### src/rtl/udma_init_pkg.sv
package udma_init_pkg;

  localparam int MODE_W = 3;

  // one-hot sequencer states
  typedef enum logic [5:0] {
    ST_IDLE     = 6'b000001,
    ST_PREP     = 6'b000010,
    ST_WAIT_ACK = 6'b000100,
    ST_ACK_TURN = 6'b001000,
    ST_WAIT_STB = 6'b010000,
    ST_ACTIVE   = 6'b100000
  } seqState_t;

  // control -> datapath strobes
  typedef struct packed {
    logic loadAck;
    logic loadWin;
    logic passPio;
  } ctlStrb_t;

  // datapath -> control status
  typedef struct packed {
    logic reqHigh;
    logic strEdge;
    logic strFall;
    logic ackDone;
    logic winOpen;
  } dpStat_t;

  // recipient setup per mode, picoseconds
  function automatic int setupPs(input int mode);
    case (mode)
      0:       return 14700;
      1:       return 9700;
      2, 3:    return 6800;
      4:       return 4800;
      default: return 2300;
    endcase
  endfunction

  // recipient hold per mode, picoseconds
  function automatic int holdPs(input int mode);
    return (mode <= 4) ? 4800 : 2800;
  endfunction

  function automatic int ceilCycles(input int ps, input int clkPs);
    int c;
    c = (ps + clkPs - 1) / clkPs;
    return (c < 1) ? 1 : c;
  endfunction

endpackage

### src/rtl/udma_sync.sv
module udma_sync #(
  parameter int WIDTH  = 1,
  parameter int STAGES = 2
) (
  input  logic             clk,
  input  logic             rst,
  input  logic [WIDTH-1:0] d,
  output logic [WIDTH-1:0] q
);

  logic [WIDTH-1:0] stg [STAGES];

  for (genvar s = 0; s < STAGES; s++) begin : g_stage
    if (s == 0) begin : g_first
      always_ff @(posedge clk) begin
        if (rst) stg[s] <= '0;
        else     stg[s] <= d;
      end
    end else begin : g_next
      always_ff @(posedge clk) begin
        if (rst) stg[s] <= '0;
        else     stg[s] <= stg[s-1];
      end
    end
  end

  assign q = stg[STAGES-1];

endmodule

### src/rtl/udma_init_dpath.sv
module udma_init_dpath
  import udma_init_pkg::*;
#(
  parameter int CLK_PS      = 20000,
  parameter int ACK_BASE_PS = 20000,
  parameter int ZIO_BASE_PS = 20000,
  parameter int CNT_W       = 8,
  parameter int SYNC_STAGES = 2
) (
  input  logic              clk,
  input  logic              rst,
  input  logic              devReq,
  input  logic              devStrobe,
  input  logic [MODE_W-1:0] modeSel,
  input  logic [1:0]        pioCsN,
  input  logic [2:0]        pioAddr,
  input  ctlStrb_t          strb,
  input  logic              ackNIn,
  output dpStat_t           stat,
  output logic [1:0]        csNOut,
  output logic [2:0]        addrOut
);

  localparam int NUM_SEL = 1 << MODE_W;
  localparam int TOP_MODE = 6;

  // per-mode cycle counts, computed at elaboration
  logic [CNT_W-1:0] ackTab [NUM_SEL];
  logic [CNT_W-1:0] winTab [NUM_SEL];

  for (genvar m = 0; m < NUM_SEL; m++) begin : g_mode
    localparam int EFF = (m > TOP_MODE) ? TOP_MODE : m;
    localparam int ACK_C = ceilCycles(ACK_BASE_PS + setupPs(EFF), CLK_PS);
    localparam int WIN_C = ceilCycles(ZIO_BASE_PS + holdPs(EFF), CLK_PS);
    assign ackTab[m] = CNT_W'(ACK_C);
    assign winTab[m] = CNT_W'(WIN_C);
  end

  // synchronisers
  logic [1:0] rawIn, syncOut;
  assign rawIn = {devStrobe, devReq};

  udma_sync #(.WIDTH(2), .STAGES(SYNC_STAGES)) sync_i (
    .clk (clk),
    .rst (rst),
    .d   (rawIn),
    .q   (syncOut)
  );

  logic strPrev;
  always_ff @(posedge clk) begin
    if (rst) strPrev <= 1'b0;
    else     strPrev <= syncOut[1];
  end

  // interval counters
  logic [CNT_W-1:0] ackCnt, winCnt;

  always_ff @(posedge clk) begin
    if (rst)                ackCnt <= '0;
    else if (strb.loadAck)  ackCnt <= ackTab[modeSel];
    else if (ackCnt != '0)  ackCnt <= ackCnt - CNT_W'(1);
  end

  always_ff @(posedge clk) begin
    if (rst)                winCnt <= '0;
    else if (strb.loadWin)  winCnt <= winTab[modeSel];
    else if (winCnt != '0)  winCnt <= winCnt - CNT_W'(1);
  end

  assign stat.reqHigh = syncOut[0];
  assign stat.strEdge = syncOut[1] ^ strPrev;
  assign stat.strFall = strPrev & ~syncOut[1];
  assign stat.ackDone = (ackCnt == '0);
  assign stat.winOpen = (winCnt == '0);

  // select/address hold one cycle past acknowledge release
  logic ackNq;
  always_ff @(posedge clk) begin
    if (rst) ackNq <= 1'b1;
    else     ackNq <= ackNIn;
  end

  logic pioPass;
  assign pioPass = strb.passPio & ackNq & ackNIn;
  assign csNOut  = pioPass ? pioCsN  : 2'b11;
  assign addrOut = pioPass ? pioAddr : 3'b000;

  AST_CS_HOLD: assert property (@(posedge clk) disable iff (rst)
    !$past(ackNIn) |-> (csNOut == 2'b11 && addrOut == 3'b000));

endmodule

### src/rtl/udma_init_ctrl.sv
module udma_init_ctrl
  import udma_init_pkg::*;
(
  input  logic     clk,
  input  logic     rst,
  input  logic     startEn,
  input  dpStat_t  stat,
  output ctlStrb_t strb,
  output logic     stopOut,
  output logic     hostRdyOut,
  output logic     ackNOut,
  output logic     dataOeOut,
  output logic     burstActive,
  output logic     protoErr
);

  seqState_t curSt, nxtSt;
  logic      errSet, errQ;

  always_comb begin
    nxtSt  = curSt;
    errSet = 1'b0;
    unique case (curSt)
      ST_IDLE: begin
        if (startEn && stat.reqHigh) nxtSt = ST_PREP;
      end
      ST_PREP: begin
        if (!startEn)                  nxtSt = ST_IDLE;
        else if (!stat.reqHigh || stat.strEdge) begin
          errSet = 1'b1; nxtSt = ST_IDLE;
        end else                       nxtSt = ST_WAIT_ACK;
      end
      ST_WAIT_ACK: begin
        if (!startEn)                  nxtSt = ST_IDLE;
        else if (!stat.reqHigh || stat.strEdge) begin
          errSet = 1'b1; nxtSt = ST_IDLE;
        end else if (stat.ackDone)     nxtSt = ST_ACK_TURN;
      end
      ST_ACK_TURN: begin
        if (!startEn)                  nxtSt = ST_IDLE;
        else if (!stat.reqHigh || (stat.strEdge && !stat.winOpen)) begin
          errSet = 1'b1; nxtSt = ST_IDLE;
        end else                       nxtSt = ST_WAIT_STB;
      end
      ST_WAIT_STB: begin
        if (!startEn)                  nxtSt = ST_IDLE;
        else if (stat.strEdge && !stat.winOpen) begin
          errSet = 1'b1; nxtSt = ST_IDLE;
        end else if (stat.strFall)     nxtSt = ST_ACTIVE;
        else if (!stat.reqHigh) begin
          errSet = 1'b1; nxtSt = ST_IDLE;
        end
      end
      ST_ACTIVE: begin
        if (!startEn)                  nxtSt = ST_IDLE;
      end
      default: nxtSt = ST_IDLE;
    endcase
  end

  always_ff @(posedge clk) begin
    if (rst) begin
      curSt <= ST_IDLE;
      errQ  <= 1'b0;
    end else begin
      curSt <= nxtSt;
      if (errSet) errQ <= 1'b1;
    end
  end

  assign strb.loadAck = (curSt == ST_IDLE) && (nxtSt == ST_PREP);
  assign strb.loadWin = (curSt == ST_WAIT_ACK) && (nxtSt == ST_ACK_TURN);
  assign strb.passPio = (curSt == ST_IDLE);

  assign stopOut     = curSt inside {ST_PREP, ST_WAIT_ACK, ST_ACK_TURN, ST_WAIT_STB};
  assign hostRdyOut  = (curSt == ST_ACTIVE);
  assign ackNOut     = !(curSt inside {ST_ACK_TURN, ST_WAIT_STB, ST_ACTIVE});
  assign dataOeOut   = curSt inside {ST_IDLE, ST_PREP, ST_WAIT_ACK, ST_ACK_TURN};
  assign burstActive = (curSt == ST_ACTIVE);
  assign protoErr    = errQ;

  AST_ACK_AFTER_STOP: assert property (@(posedge clk) disable iff (rst)
    $fell(ackNOut) |-> $past(stopOut));
  AST_ACK_INTERVAL: assert property (@(posedge clk) disable iff (rst)
    $fell(ackNOut) |-> $past(stat.ackDone));
  AST_OE_RELEASE: assert property (@(posedge clk) disable iff (rst)
    (!ackNOut && $past(!ackNOut)) |-> !dataOeOut);
  AST_ACTIVE_WINDOW: assert property (@(posedge clk) disable iff (rst)
    $rose(burstActive) |-> ($past(stat.winOpen) && $past(stat.strFall)));
  AST_ERR_STICKY: assert property (@(posedge clk) disable iff (rst)
    $past(protoErr) |-> protoErr);
  AST_ABORT_IDLE: assert property (@(posedge clk) disable iff (rst)
    $past(!startEn) |-> (ackNOut && !stopOut));

endmodule

### src/rtl/udma_init_seq.sv
module udma_init_seq
  import udma_init_pkg::*;
#(
  parameter int CLK_PS      = 20000,
  parameter int ACK_BASE_PS = 20000,
  parameter int ZIO_BASE_PS = 20000,
  parameter int CNT_W       = 8,
  parameter int SYNC_STAGES = 2
) (
  input  logic       clk,
  input  logic       rst,
  input  logic       startEn,
  input  logic       devReq,
  input  logic       devStrobe,
  input  logic [2:0] modeSel,
  input  logic [1:0] pioCsN,
  input  logic [2:0] pioAddr,
  output logic       stopOut,
  output logic       hostRdyOut,
  output logic [1:0] csNOut,
  output logic [2:0] addrOut,
  output logic       ackNOut,
  output logic       dataOeOut,
  output logic       burstActive,
  output logic       protoErr
);

  ctlStrb_t strb;
  dpStat_t  stat;

  udma_init_ctrl ctrl_i (
    .clk         (clk),
    .rst         (rst),
    .startEn     (startEn),
    .stat        (stat),
    .strb        (strb),
    .stopOut     (stopOut),
    .hostRdyOut  (hostRdyOut),
    .ackNOut     (ackNOut),
    .dataOeOut   (dataOeOut),
    .burstActive (burstActive),
    .protoErr    (protoErr)
  );

  udma_init_dpath #(
    .CLK_PS      (CLK_PS),
    .ACK_BASE_PS (ACK_BASE_PS),
    .ZIO_BASE_PS (ZIO_BASE_PS),
    .CNT_W       (CNT_W),
    .SYNC_STAGES (SYNC_STAGES)
  ) dpath_i (
    .clk       (clk),
    .rst       (rst),
    .devReq    (devReq),
    .devStrobe (devStrobe),
    .modeSel   (modeSel),
    .pioCsN    (pioCsN),
    .pioAddr   (pioAddr),
    .strb      (strb),
    .ackNIn    (ackNOut),
    .stat      (stat),
    .csNOut    (csNOut),
    .addrOut   (addrOut)
  );

endmodule

### config.mk
export PLATFORM = sky130hd
export DESIGN_NAME = udma_init_seq
export DESIGN_NICKNAME = d
export VERILOG_FILES = /design/src/rtl/udma_init_pkg.sv /design/src/rtl/udma_sync.sv /design/src/rtl/udma_init_dpath.sv /design/src/rtl/udma_init_ctrl.sv /design/src/rtl/udma_init_seq.sv
export SDC_FILE = /design/constraint.sdc
export NUM_CORES = 1
export LEC_CHECK = 0
export BUFFER_PORTS_ARGS = -buffer_cell sky130_fd_sc_hd__buf_2
export CAP_MARGIN = 10
export CORE_MARGIN = 1
export CORE_UTILIZATION = 55
export CTS_CLUSTER_DIAMETER = 50
export DETAILED_ROUTE_END_ITERATION = 16
export PLACE_DENSITY = 0.74
export SYNTH_ARGS = -nofsm -noshare
export SYNTH_HDL_FRONTEND = slang
export SYNTH_SLANG_ARGS = --single-unit
### constraint.sdc
create_clock -name clk -period 2.4 [get_ports clk]
set_input_delay 0.24 -clock clk [delete_from_list [all_inputs] [get_ports clk]]
set_output_delay 0.24 -clock clk [all_outputs]
set_load 0.03 [all_outputs]
### Yosys cells after proc, flatten, opt, wreduce, memory -nomap -nowiden

Memories as Yosys holds them, arrays and structs flattened.
Cells that the tools add are included.

* bits in read-only memories: 64
* memories kept: 2
* latch bits: 0
* RAM bits: 4
* register bits after elaboration: 25
* output and inout port bits: 11
* input bits: 13
* word-level logic and storage cells: 82

* add/sub/neg operators: 2
* order comparisons: 1
* multipliers: 0
* reductions and logical operators: 19
* div/mod/pow operators: 0
* shift-type cells: 0
* equal/unequal tests: 8
* bitwise gates (word level): 8
* muxes and demuxes: 36

Memory list
* (name not given): depth 8, width 8, read ports 1, clocked after memory_dff 0, wr ports 0, RTL line udma_init_dpath.sv:61 `else if (strb.loadAck) ackCnt <= ackTab[modeSel];`
* dpath_i.sync_i.stg: depth 2, width 2, read ports 2, clocked after memory_dff 0, wr ports 2, RTL line udma_sync.sv:11 `logic [WIDTH-1:0] stg [STAGES];`

Operator list (number)
* $mux W6: 11
* $mux W8: 6
* $pmux W6 S6: 1
* $logic_not A8 Y1: 2
* $reduce_bool A8 Y1: 2
* $sub A8 B1 Y8 const B: 2
* $eq A6 B2 Y1 const B: 2
* $eq A6 B4 Y1 const B: 2
* $mux W1: 11
* $reduce_bool A4 Y1: 2
* $eq A6 B1 Y1 const B: 1
* $eq A6 B3 Y1 const B: 1
* $eq A6 B5 Y1 const B: 1
* $eq A6 B6 Y1 const B: 1
* $mux W2: 3
* $mux W3: 2
* $mux W5: 1
* $ge A4 B4 Y1 const B: 1
* $logic_and A1 B1 Y1: 4
* $not A3 Y4: 1
* $reduce_bool A2 Y1: 2
* $and A1 B1 Y1: 3
* $logic_not A1 Y1: 3
* $pmux W1 S3: 1
* 6 further kinds: 8

### Longest topological paths before layout

* depth after elaboration: 10
* depth in mapped cells: 6

### Modules after synthesis

Synthesis repeated with hierarchy kept, for this count alone.

* cell total of the unflattened synthesis: 202
* area, all modules: 1664.1 um2

Modules (own cells, without submodules)
* udma_init_dpath: cells each 115, times used 1, area each 940.9 um2
* udma_init_ctrl: cells each 79, times used 1, area each 618.1 um2
* udma_sync: cells each 8, times used 1, area each 105.1 um2

### Least setup slack after synthesis

Ideal clock, no wire load.

* path kind: flip-flop to output port
* from: register ctrl_i.curSt[2]
* to: output port hostRdyOut
* stages on the path, launching flop included: 5
* path buffers: 2
* setup slack: -107 ps
* arrival: 2267 ps
* cells stage by stage: dfxtp_1 -> clkbuf_1 -> nor3_1 -> nor4b_1 -> buf_4

* word-level cells in the longest chain between the ends: 1

RTL lines
* from (decl): RTL line udma_init_ctrl.sv:17 `seqState_t curSt, nxtSt;`
* from (signal assigned): RTL line udma_init_ctrl.sv:66 `curSt <= nxtSt;`
* $eq A6 B6 Y1
* to (decl): RTL line udma_init_seq.sv:19 `output logic hostRdyOut,`

No other way between the ends.

### Final worst setup path

* from: register ctrl_i.curSt[2]
* to: output port csNOut[0]

* word-level cells in the longest chain between the ends: 5

RTL lines
* $eq A6 B4 Y1 (tied with other cells): RTL line udma_init_ctrl.sv:77 `assign ackNOut = !(curSt inside {ST_ACK_TURN, ST_WAIT_STB, ST_ACTIVE});`
* $reduce_bool A3 Y1: RTL line udma_init_ctrl.sv:77
* $logic_not A1 Y1: RTL line udma_init_ctrl.sv:77
* $and A1 B1 Y1 *: RTL line udma_init_dpath.sv:85 `assign pioPass = strb.passPio & ackNq & ackNIn;`
* $mux W2 *: RTL line udma_init_dpath.sv:86 `assign csNOut = pioPass ? pioCsN : 2'b11;`
* to (decl): RTL line udma_init_seq.sv:20 `output logic [1:0] csNOut,`

Mark *: on every way between the ends. The rest lies on a longest branch, timed or not.

==> results.sh <==
export IMPL_drv_cap=0
export IMPL_min_path_type="input port to flop"
export IMPL_r2r_cells=6
export IMPL_p_clk_frac=0.200
export IMPL_syn_inst=179
export IMPL_gp_congestion=0.883
export IMPL_finalHoldViolations=0
export IMPL_cts_resized_gates=0
export IMPL_fp_dieW_microns=54.0
export IMPL_ys_types=44
export IMPL_port_buffers=20
export IMPL_fillers=233
export IMPL_holdPathStages=2
export IMPL_wirelength_microns=3120
export IMPL_overflow=0
export IMPL_clk_path_buf_depth=2
export IMPL_fin_ws_ns=0.292
export IMPL_vias=1373
export IMPL_critPathLaunchType="flop"
export IMPL_slowest_delay_ns=0.41
export IMPL_clock_latency_ns=0.34
export IMPL_cts_setup_buffers=0
export IMPL_finalInstanceArea_sq_um=1670
export IMPL_p_leak_nw=0.707
export IMPL_nets=215
export IMPL_p_comb_frac=0.410
export IMPL_antennaDiodeCount=0
export IMPL_swShare=0.368
export IMPL_layout_common_cells="dfxtp_1 (29), nor2_1 (23), buf_2 (20), inv_1 (10), a21oi_1 (9)"
export IMPL_area_growth_pct=12.4
export IMPL_place_area_sq_um=1600
export IMPL_fin_crit_sh=0.878
export IMPL_cts_max_level=2
export IMPL_start_util=0.590
export IMPL_finalMaxSlewViolations=0
export IMPL_synth_ff_type="dfxtp_1"
export IMPL_track_usage=0.237
export IMPL_seqPwrFrac=0.390
export IMPL_num_rows=18
export IMPL_ys_seq_area_frac=0.390
export IMPL_coreArea_sq_um=2520
export IMPL_period_needed_ns=2.11
export IMPL_grt_max_degree=15
export IMPL_die_area_sq_um=2920
export IMPL_vdd_drop_max_mv=0.817
export IMPL_die_h_microns=54.0
export IMPL_worst_pin_slew_ns=0.573
export IMPL_switchingPower_uw=630
export IMPL_setup_violations=0
export IMPL_synth_area_per_cell_sq_um=8.32
export IMPL_crit_arrival_ns=1.87
export IMPL_drtAntennaViolNets=0
export IMPL_dr_pass1_iters=4
export IMPL_cts_buffers=5
export IMPL_hpwl_microns=2260
export IMPL_syn_cell_area_sq_um=1490
export IMPL_fin_skew_ns=0.0184
export IMPL_root_buffer="clkbuf_4"
export IMPL_grt_pass1_wl_microns=4840
export IMPL_ys_ff_latch=29
export IMPL_critPathMaxFanout=9
export IMPL_cts_hold_buffers_added=0
export IMPL_ioPinCount=24
export IMPL_final_common_cell="dfxtp_1"
export IMPL_async_reset_ff_frac=0
export IMPL_powerDensity_nw_per_um2=1020
export IMPL_drt_wirelength_per_cell_microns=13.6
export IMPL_syn_num_nets=195
export IMPL_cp_slowest_cell="dfxtp_1"
export IMPL_fmax_mhz=474
export IMPL_path_class="flop to output port"
export IMPL_drt_iter0_markers=41
export IMPL_status="complete, no violations"
export IMPL_cts_tree="built"
export IMPL_remaining_drc_errors=0
export IMPL_synth_edf_count=0
export IMPL_dpl_worst_slack_ns=0.555
export IMPL_yosys_warnings=0
export IMPL_grt_pass1_vias=1182
export IMPL_path_cells="nor2_1, and4b_1, nand2_1, or2_2, buf_2"
export IMPL_end_kind="output port"
export IMPL_clk_pin_slew_ns=0.09
export IMPL_cts_sinks=29
export IMPL_routed_via_density=5.97
export IMPL_slew_headroom=0.615
export IMPL_drive_gt1_frac=0.185
export IMPL_required_ns=2.16
export IMPL_power_internal_mw=1.08
export IMPL_antenna_found_initial=0
export IMPL_rsz0062_at_grt="false"
export IMPL_setup_tns_ns=0
## power by group through the flow
| stage | registers [mW] | logic (mW) | clock network (mW) |
|---|---|---|---|
| 4_1_cts | 0.667 | 0.707 | 0.352 |
| 2_1_floorplan | 0.656 | 0.582 | 0 |
| 3_5_place_dp | 0.679 | 0.697 | 0 |
| 5_1_grt | 0.682 | 0.802 | 0.370 |
| 3_3_place_gp | 0.670 | 0.664 | 0 |
| 6_report | 0.667 | 0.703 | 0.342 |
## flip-flops by register name (all words and copies together), names as in the netlist
signal / cells
dpath_i.ackNq: 1
ctrl_i.curSt: 6
dpath_i.strPrev: 1
dpath_i.winCnt: 8
dpath_i.sync_i.stg: 4
dpath_i.ackCnt: 8
ctrl_i.protoErr: 1
## worst max-delay path: cells and delay by family, from the launching register on
family	cells	cell delay, ns
buffers and inverters	1	0.18
DFF	1	0.41
and+or+nand+nor	4	0.94
## Yosys cell counts (all sizes together), types with 2 or more instances
master | instances | share of area
nor4 | 2 | 0.0084
nand2 | 8 | 0.020
o21ai | 8 | 0.027
a21oi | 9 | 0.030
nor2b | 6 | 0.025
or2 | 2 | 0.0084
o211ai | 4 | 0.020
nor2 | 23 | 0.058
clkbuf | 6 | 0.015
dfxtp | 29 | 0.39
inv | 10 | 0.025
nand4b | 2 | 0.012
ha | 3 | 0.025
a2111oi | 2 | 0.012
xor2 | 8 | 0.047
or3 | 4 | 0.017
and3 | 3 | 0.013
nor4b | 3 | 0.018
nand3 | 6 | 0.020
nand4 | 5 | 0.021
xnor2 | 5 | 0.029
or4 | 2 | 0.010
or3b | 2 | 0.012
nor3 | 8 | 0.027
## final cells by class
cell class              count  area, sq um  share of cell area
multi-input cells         133          847               0.506
flip-flops and latches     29          581               0.347
well taps                  30         37.5              0.0224
clock inverters             1         5.00             0.00299
inverters                  10         37.5              0.0224
clock buffers               7         65.1              0.0389
repair buffers             20          100              0.0598
## stage by stage
| step | std cells | utilization | hold WS (ns) | power [mW] |
|---|---|---|---|---|
| CTS | 230 | 0.663 | 0.104 | 1.73 |
| global placement | 222 | 0.635 | 0.417 | 1.33 |
| finish | 230 | 0.663 | 0.120 | 1.71 |
| floorplan | 179 | - | 0.330 | 1.24 |
| global route | 230 | 0.663 | 0.120 | 1.85 |
| detailed placement | 222 | 0.635 | 0.430 | 1.38 |
## path summary, 6_finish.rpt
kind,start,endpoint,slack (ns)
worst max-delay path,ctrl_i.curSt[2],csNOut[0],0.29
worst min-delay path,devStrobe,dpath_i.sync_i.stg[0][1],0.12
worst max register to register,dpath_i.ackCnt[0],dpath_i.ackCnt[7],0.54
worst min register to register,dpath_i.sync_i.stg[0][0],dpath_i.sync_i.stg[1][0],0.42
## layer usage
layer,routed length (microns),share of wire,GRT usage
met1,1360,0.44,0.268
met2,1520,0.49,0.399
met3,194,0.062,0.0678
met4,43,0.014,0.128
met5,0,0,0
## kinds of logic after synthesis
family,synth area share
flip-flops,0.390
AO/OA/AOI/OAI,0.153
multiplexers,0.0143
XOR/XNOR,0.0765
buffers and inverters,0.0454
adder cells (fa/ha/maj),0.0252
AND/OR/NAND/NOR,0.296
No activity file was read; power rests on OpenSTA's default activity.
